**src/rtl/bbi_pkg.sv**
```systemverilog
package bbi_pkg;
  typedef enum logic [2:0] {
    PH_IDLE, PH_ADDR, PH_ATTR, PH_CLAIM, PH_DATA
  } phase_e;

  typedef enum logic [1:0] {
    END_OK    = 2'd0,
    END_DISC  = 2'd1,
    END_ABORT = 2'd2
  } end_e;

  localparam logic [3:0] CODE_RD = 4'b0110;
  localparam logic [3:0] CODE_WR = 4'b0111;
endpackage

```
**src/rtl/bbi_pin_reg.sv**
```systemverilog
module bbi_pin_reg #(
  parameter int W = 2
) (
  input  logic         clk,
  input  logic         rst_n,
  input  logic [W-1:0] pin_n,
  output logic [W-1:0] q
);
  // one register stage between bus pins and the sequencing logic
  always_ff @(posedge clk or negedge rst_n) begin
    if (!rst_n) q <= '0;
    else        q <= ~pin_n;
  end
endmodule

```
**src/rtl/bbi_attr_pack.sv**
```systemverilog
module bbi_attr_pack #(
  parameter int AD_W   = 32,
  parameter int CBE_W  = 4,
  parameter int RID_W  = 16,
  parameter int BCNT_W = 12,
  parameter int TAG_W  = 5,
  parameter int ST_W   = 3
) (
  input  logic [RID_W-1:0]  rid,
  input  logic [BCNT_W-1:0] bcnt,
  input  logic [TAG_W-1:0]  tag,
  input  logic [ST_W-1:0]   st,
  output logic [AD_W-1:0]   attr_ad,
  output logic [CBE_W-1:0]  attr_cbe
);
  localparam int ATTR_W = RID_W + BCNT_W + TAG_W + ST_W;
  localparam int LINE_W = AD_W + CBE_W;

  logic [LINE_W-1:0] word;

  // low to high: identity, byte count, tag, status; pad if lines are wider
  always_comb begin
    word = LINE_W'({st, tag, bcnt, rid});
  end

  assign attr_ad  = word[AD_W-1:0];
  assign attr_cbe = word[LINE_W-1:AD_W];

  if (ATTR_W > LINE_W) begin : g_width_bad
    initial $display("bbi_attr_pack: attribute wider than bus lines");
  end
endmodule

```
**src/rtl/bbi_disc_calc.sv**
```systemverilog
module bbi_disc_calc #(
  parameter int IDX_W       = 10,
  parameter int BOUND_WORDS = 32
) (
  input  logic [$clog2(BOUND_WORDS)-1:0] base_lo,
  input  logic [IDX_W-1:0]               cur,
  output logic [IDX_W:0]                 stop_idx
);
  localparam int BND_SH = $clog2(BOUND_WORDS);

  logic [BND_SH-1:0] pos;
  logic [BND_SH-1:0] gap;

  // earliest reachable phase is cur+2; run on to the word before a boundary
  always_comb begin
    pos      = base_lo + BND_SH'(cur) + BND_SH'(2);
    gap      = BND_SH'(BOUND_WORDS - 1) - pos;
    stop_idx = (IDX_W+1)'(cur) + (IDX_W+1)'(2) + (IDX_W+1)'(gap);
  end
endmodule

```
**src/rtl/bus_burst_initiator.sv**
```systemverilog
module bus_burst_initiator
  import bbi_pkg::*;
#(
  parameter int AD_W        = 32,
  parameter int CBE_W       = 4,
  parameter int RID_W       = 16,
  parameter int BCNT_W      = 12,
  parameter int TAG_W       = 5,
  parameter int ST_W        = 3,
  parameter int BOUND_BYTES = 128,
  parameter int LAST_SLOT   = 5
) (
  input  logic                          clk,
  input  logic                          rst_n,
  input  logic                          cmd_valid,
  output logic                          cmd_ready,
  input  logic                          cmd_write,
  input  logic [AD_W-1:0]               cmd_addr,
  input  logic [RID_W-1:0]              cmd_rid,
  input  logic [TAG_W-1:0]              cmd_tag,
  input  logic [BCNT_W-1:0]             cmd_bcnt,
  input  logic [ST_W-1:0]               cmd_attr_st,
  input  logic                          wr_valid,
  output logic                          wr_ready,
  input  logic [AD_W-1:0]               wr_data,
  output logic                          rd_valid,
  output logic [AD_W-1:0]               rd_data,
  output logic                          done,
  output logic [1:0]                    done_status,
  output logic [BCNT_W-$clog2(AD_W/8)-1:0] done_words,
  output logic                          frame_n,
  output logic                          irdy_n,
  output logic [AD_W-1:0]               ad_out,
  output logic                          ad_oe,
  input  logic [AD_W-1:0]               ad_in,
  output logic [CBE_W-1:0]              cbe_n,
  input  logic                          devsel_n,
  input  logic                          trdy_n,
  input  logic                          stop_n
);
  localparam int WORD_SH     = $clog2(AD_W/8);
  localparam int IDX_W       = BCNT_W - WORD_SH;
  localparam int BOUND_WORDS = BOUND_BYTES / (AD_W/8);
  localparam int BND_SH      = $clog2(BOUND_WORDS);
  localparam int SLOT_W      = $clog2(LAST_SLOT + 2) + 1;

  phase_e             state;
  end_e               status_q;
  logic [SLOT_W-1:0]  slot;
  logic [IDX_W-1:0]   widx, lastw, words_q;
  logic               disc, is_wr, in_data_q, done_q;
  logic [AD_W-1:0]    addr_q, ad_q, rd_data_q;
  logic               rd_valid_q;
  logic [RID_W-1:0]   rid_q;
  logic [BCNT_W-1:0]  bcnt_q;
  logic [TAG_W-1:0]   tag_q;
  logic [ST_W-1:0]    st_q;
  logic               devsel_q, stop_q, go_data;
  logic [AD_W-1:0]    attr_ad;
  logic [CBE_W-1:0]   attr_cbe;
  logic [IDX_W:0]     stop_idx;

  bbi_pin_reg #(.W(2)) u_pins (
    .clk   (clk),
    .rst_n (rst_n),
    .pin_n ({devsel_n, stop_n}),
    .q     ({devsel_q, stop_q})
  );

  bbi_attr_pack #(
    .AD_W(AD_W), .CBE_W(CBE_W), .RID_W(RID_W),
    .BCNT_W(BCNT_W), .TAG_W(TAG_W), .ST_W(ST_W)
  ) u_attr (
    .rid      (rid_q),
    .bcnt     (bcnt_q),
    .tag      (tag_q),
    .st       (st_q),
    .attr_ad  (attr_ad),
    .attr_cbe (attr_cbe)
  );

  bbi_disc_calc #(.IDX_W(IDX_W), .BOUND_WORDS(BOUND_WORDS)) u_disc (
    .base_lo  (addr_q[WORD_SH +: BND_SH]),
    .cur      (widx),
    .stop_idx (stop_idx)
  );

  // a claim seen in slot s is visible here in slot s+1; data starts at s+2
  assign go_data  = (state == PH_CLAIM) && devsel_q && (slot >= SLOT_W'(2));
  assign wr_ready = is_wr && (go_data || (state == PH_DATA && widx != lastw));

  always_ff @(posedge clk or negedge rst_n) begin
    if (!rst_n) begin
      state      <= PH_IDLE;
      status_q   <= END_OK;
      slot       <= '0;
      widx       <= '0;
      lastw      <= '0;
      words_q    <= '0;
      disc       <= 1'b0;
      is_wr      <= 1'b0;
      in_data_q  <= 1'b0;
      done_q     <= 1'b0;
      addr_q     <= '0;
      ad_q       <= '0;
      rd_data_q  <= '0;
      rd_valid_q <= 1'b0;
      rid_q      <= '0;
      bcnt_q     <= '0;
      tag_q      <= '0;
      st_q       <= '0;
    end else begin
      done_q     <= 1'b0;
      in_data_q  <= (state == PH_DATA);
      rd_valid_q <= (state == PH_DATA) && !is_wr && !trdy_n;
      rd_data_q  <= ad_in;
      if (wr_ready && wr_valid) ad_q <= wr_data;
      unique case (state)
        PH_IDLE: if (cmd_valid) begin
          is_wr  <= cmd_write;
          addr_q <= cmd_addr;
          rid_q  <= cmd_rid;
          bcnt_q <= cmd_bcnt;
          tag_q  <= cmd_tag;
          st_q   <= cmd_attr_st;
          lastw  <= cmd_bcnt[BCNT_W-1:WORD_SH] - IDX_W'(1);
          disc   <= 1'b0;
          state  <= PH_ADDR;
        end
        PH_ADDR: state <= PH_ATTR;
        PH_ATTR: begin
          state <= PH_CLAIM;
          slot  <= SLOT_W'(1);
          widx  <= '0;
        end
        PH_CLAIM: begin
          if (go_data) begin
            state <= PH_DATA;
          end else if (slot == SLOT_W'(LAST_SLOT + 1)) begin
            state    <= PH_IDLE;
            done_q   <= 1'b1;
            status_q <= END_ABORT;
            words_q  <= '0;
          end else begin
            slot <= slot + SLOT_W'(1);
          end
        end
        PH_DATA: begin
          if (widx == lastw) begin
            state    <= PH_IDLE;
            done_q   <= 1'b1;
            status_q <= disc ? END_DISC : END_OK;
            words_q  <= widx + IDX_W'(1);
          end else begin
            widx <= widx + IDX_W'(1);
            if (in_data_q && stop_q && (stop_idx < {1'b0, lastw})) begin
              lastw <= stop_idx[IDX_W-1:0];
              disc  <= 1'b1;
            end
          end
        end
        default: state <= PH_IDLE;
      endcase
    end
  end

  assign cmd_ready   = (state == PH_IDLE);
  assign done        = done_q;
  assign done_status = status_q;
  assign done_words  = words_q;
  assign rd_valid    = rd_valid_q;
  assign rd_data     = rd_data_q;

  always_comb begin
    frame_n = 1'b1;
    irdy_n  = 1'b1;
    ad_oe   = 1'b0;
    ad_out  = ad_q;
    cbe_n   = '1;
    unique case (state)
      PH_ADDR: begin
        frame_n = 1'b0;
        ad_oe   = 1'b1;
        ad_out  = addr_q;
        cbe_n   = CBE_W'(is_wr ? CODE_WR : CODE_RD);
      end
      PH_ATTR: begin
        frame_n = 1'b0;
        ad_oe   = 1'b1;
        ad_out  = attr_ad;
        cbe_n   = attr_cbe;
      end
      PH_CLAIM: begin
        frame_n = 1'b0;
        irdy_n  = 1'b0;
        ad_oe   = is_wr;
        cbe_n   = '0;
      end
      PH_DATA: begin
        frame_n = !((widx + IDX_W'(1)) < lastw);
        irdy_n  = 1'b0;
        ad_oe   = is_wr;
        cbe_n   = '0;
      end
      default: ;
    endcase
  end
endmodule

```
**config.mk**
```make
export PLATFORM = sky130hd
export DESIGN_NAME = bus_burst_initiator
export DESIGN_NICKNAME = d
export VERILOG_FILES = /design/src/rtl/bbi_pkg.sv /design/src/rtl/bbi_pin_reg.sv /design/src/rtl/bbi_attr_pack.sv /design/src/rtl/bbi_disc_calc.sv /design/src/rtl/bus_burst_initiator.sv
export SDC_FILE = /design/constraint.sdc
export NUM_CORES = 1
export LEC_CHECK = 0
export CAP_MARGIN = 20
export CORE_ASPECT_RATIO = 0.8
export CORE_MARGIN = 4
export CORE_UTILIZATION = 41
export DETAILED_ROUTE_END_ITERATION = 12
export PLACE_DENSITY = 0.77
export SLEW_MARGIN = 20
export SYNTH_ARGS = -nofsm -noshare
export SYNTH_HDL_FRONTEND = slang
export SYNTH_SLANG_ARGS = --single-unit
```
**constraint.sdc**
```tcl
create_clock -name clk -period 11.8 [get_ports clk]
set_clock_uncertainty 0.05 [all_clocks]
set_input_delay 2.36 -clock clk [delete_from_list [all_inputs] [get_ports clk]]
set_output_delay 2.36 -clock clk [all_outputs]
set_load 0.02 [all_outputs]
```
==> run_results.csv <==
group,metric,value,unit
sta,fin_crit,5870,ps
global_routing,grt_use_total,19.1,%
synthesis,synth_edf_count,0,
route,wl_met1,9.84,mm
worst_setup_path,reg2reg_from,"widx[0]$_DFFE_PN0P_",
synthesis,syn_nets,924,
placement,placed_area,0.0110,mm^2
route,antenna_left,0,
sta,setup_tns,0,ps
clocking,cts_hold_buf,0,
route,route.detailed.drc,0,
sta,finalCritPeriodShare,49.8,%
placement,gp_congestion,0.881,
clocking,cts_buffers,17,
die,row_count,47,
global_routing,grt_pass1_wl,34.9,mm
synthesis,synth_top_cell_by_area,"dfrtp_1",
route,route.met3.wl,2.14,mm
sta,max_freq,0.170,GHz
global_routing,grt_max_degree,107,
power,cellLeakagePower,5.21,nW
die,die_y,137,um
worst_setup_path,timing.rr.end,"lastw[0]$_DFFE_PN0P_",
power,ir_drop,163,uV
finish,stdcell_area,0.0116,mm^2
synthesis,syn_inst,743,
route,vias_per_cell,5.15,
synthesis,synth_area_per_cell,11.6,um^2
finish,nets,1133,
worst_setup_path,cp_cell_sequence,"and3_1, nand3_1, nor2_1, and3_1, xnor2_1, inv_1, ha_1, o211ai_1, a31o_2, a31oi_1, clkdlybuf4s50_1",
sta,setup_viol,0,
synthesis,ys_seq_area_share,51.9,%
sta,max-slew-margin-rel,31.6,%
finish,area_growth,35.3,%
die,start_util,41.6,%
synthesis,synth_area_leaders,"dfrtp_1 52%, mux2_2 9.0%, ha_1 5.7%",
finish,regArea,0.00445,mm^2
clocking,cts_tree,"built",
worst_setup_path,crit_path_end_kind,"primary output",
route,vias,6355,
worst_setup_path,worstSetupStartpointType,"register",
synthesis,synth.ff_latch_count,178,
die,die_area,0.0233,mm^2
sta,grt_setup_unrepaired,"false",
die,core,0.0206,mm^2
finish,multi_input_area,0.00381,mm^2
sta,layout_setup_ws,5930,ps
clocking,post_cts.repair.setup_buffers,0,
synthesis,yosysMostFrequentCell,"dfrtp_1",
die,io-pin-count,227,
worst_setup_path,crit_arrival,3460,ps
sta,hold_viol,0,
clocking,ctsResizeCount,0,
route,routed_wl,22.4,mm
worst_setup_path,reg2reg_depth,18,
worst_setup_path,r2r_slack,6560,ps
route,met2_length,10.1,mm
clocking,clock_sinks,178,
clocking,clk_path_buf_depth,2,
power,power,2.99,mW
route,routedWlPerCell,18.2,um
synthesis,synthTopCellsByCount,"178 x dfrtp_1, 96 x nand2_1, 69 x mux2_2",
finish,antenna_cells,0,
clocking,cts_root_buf,"clkbuf_16",
synthesis,yosys_warnings,0,
clocking,htreeDepth,4,
worst_setup_path,cp-startpoint,"widx[0]$_DFFE_PN0P_",
synthesis,synth_area,0.00859,mm^2
clocking,path_clk_slew,70,ps
worst_setup_path,worstSetupPathType,"reg2out",
route,firstDrtPassIters,5,
worst_setup_path,critical_path_required,9390,ps
synthesis,ys.flop_type,"dfrtp_1",
power,power.density,257,mW/mm^2
synthesis,async_reset_ff_share,100,%
synthesis,netlist.area_leader.share,51.9,%
worst_setup_path,critical_path.slowest_cell,"clkdlybuf4s50_1",
finish,num-fill-cells,1751,
worst_setup_path,worstPathMaxFanout,9,
run,drv_cap,0,
global_routing,antenna_found_initial,0,
clocking,clk_latency,440,ps
placement,portBuffers,226,
finish,drive_gt1_share,15.3,%
global_routing,grt_overflow,0,
worst_setup_path,cpMostUsedCell,"and3_1",
sta,slew_viol_final,0,
route,routed.top_layer,"met4",
sta,max_slew.worst_pin.slew,1030,ps
worst_setup_path,endpoint,"frame_n",
placement,pre_cts_ws,6350,ps
die,die_x,170,um
status,status,"completed",
worst_setup_path,cp_slowest_stage_delay,640,ps
route,dr.first_iter.drc_count,379,
placement,place_hpwl,16.2,mm
hold_path,hold_path_class,"reg2reg",
global_routing,grt_pass1_vias,6519,
synthesis,synth.distinct_cells,56,
==> cell type report <==
type                    instances  area share, %
clock buffers                  17           3.66
clock inverters                15           1.44
repair buffers                229           19.7
inverters                      36           1.16
flip-flops and latches        178           38.3
multi-input cells             490           32.8
well taps                     269           2.90
==> placed cells by master, fill, tap and decap left out, types with 5 or more instances in the layout <==
cell / Yosys / layout
nand2b_1: 5 / 5
nand2_1: 96 / 96
o22ai_1: 8 / 8
nor3_1: 5 / 5
a211oi_1: 5 / 5
xnor2_1: 24 / 24
o211ai_1: 8 / 8
nand3_1: 25 / 25
o21ai_0: 24 / 24
clkdlybuf4s50_1: 0 / 225
mux2_4: 30 / 30
dfrtp_1: 178 / 178
nor2_1: 30 / 29
xor2_1: 12 / 12
clkbuf_16: 0 / 17
ha_1: 39 / 39
o21ai_1: 6 / 6
a21oi_1: 12 / 12
a22oi_1: 32 / 32
inv_1: 35 / 35
clkinv_8: 0 / 5
mux2_2: 69 / 69
==> state kept, by name, summed over array words and instances, names as in the netlist, 4 cells and up <==
register	cells
ad_q	32
addr_q	32
bcnt_q	12
done_words	10
lastw	10
rd_data	32
rid_q	16
slot	4
tag_q	5
widx	10
==> how the worst min path moves through the flow <==
stage / startpoint / endpoint / slack (ps) / cells after the start
after CTS: done_words[2]$_DFFE_PN0P_ / done_words[2]$_DFFE_PN0P_ / 460 / 2
final: done_words[2]$_DFFE_PN0P_ / done_words[2]$_DFFE_PN0P_ / 450 / 2
after global routing: rid_q[12]$_DFFE_PN0P_ / rid_q[12]$_DFFE_PN0P_ / 470 / 1
after global placement: done_words[2]$_DFFE_PN0P_ / done_words[2]$_DFFE_PN0P_ / 430 / 2
after floorplan: disc$_DFFE_PN0P_ / disc$_DFFE_PN0P_ / 430 / 2
after detailed placement: ad_q[10]$_DFFE_PN0P_ / ad_q[10]$_DFFE_PN0P_ / 440 / 1
==> worst max-delay path, delay by kind of cell, from the launching register on <==
kind            cells  cell delay [ps]
buf+inv             2              720
compound gates      3              480
simple gates        4              850
fa+ha+maj           1              300
xor+xnor            1              170
flops               1              520
==> where the power goes <==
group	leakage (nW)	total, mW	internal, mW	switching, mW
Combinational	2.72	1.46	0.707	0.750
Clock	0.288	0.563	0.284	0.279
Sequential	2.20	0.968	0.823	0.144
==> per-stage QoR <==
| stage | hold WS, ps | util (%) | cells |
|---|---|---|---|
| 3_3_place_gp | 427 | 53.4 | 1202 |
| 4_1_cts | 459 | 56.3 | 1234 |
| 5_1_grt | 472 | 56.3 | 1234 |
| 6_report | 446 | 56.3 | 1234 |
| 2_1_floorplan | 427 | - | 743 |
| 3_5_place_dp | 442 | 53.4 | 1202 |
==> cell families (layout without fill, tap and decap cells) <==
| logic type | Yosys count | count (layout) | share of synthesized area [%] |
|---|---|---|---|
| AO/OA/AOI/OAI | 121 | 121 | 9.50 |
| XOR/XNOR | 36 | 36 | 3.67 |
| adder cells (fa/ha/maj) | 41 | 41 | 6.15 |
| buffers and inverters | 75 | 297 | 4.01 |
| flip-flops | 178 | 178 | 51.9 |
| multiplexers | 103 | 103 | 14.8 |
| AND/OR/NAND/NOR | 189 | 189 | 10.0 |
==> layer usage <==
layer | vias to the layer above | global-route usage [%]
met5 | - | 0
met4 | 0 | 4.51
met3 | 22 | 7.66
met2 | 227 | 28.4
met1 | 3083 | 26.2
li1 | 3023 | -
Power figures use the tool's default switching activity.
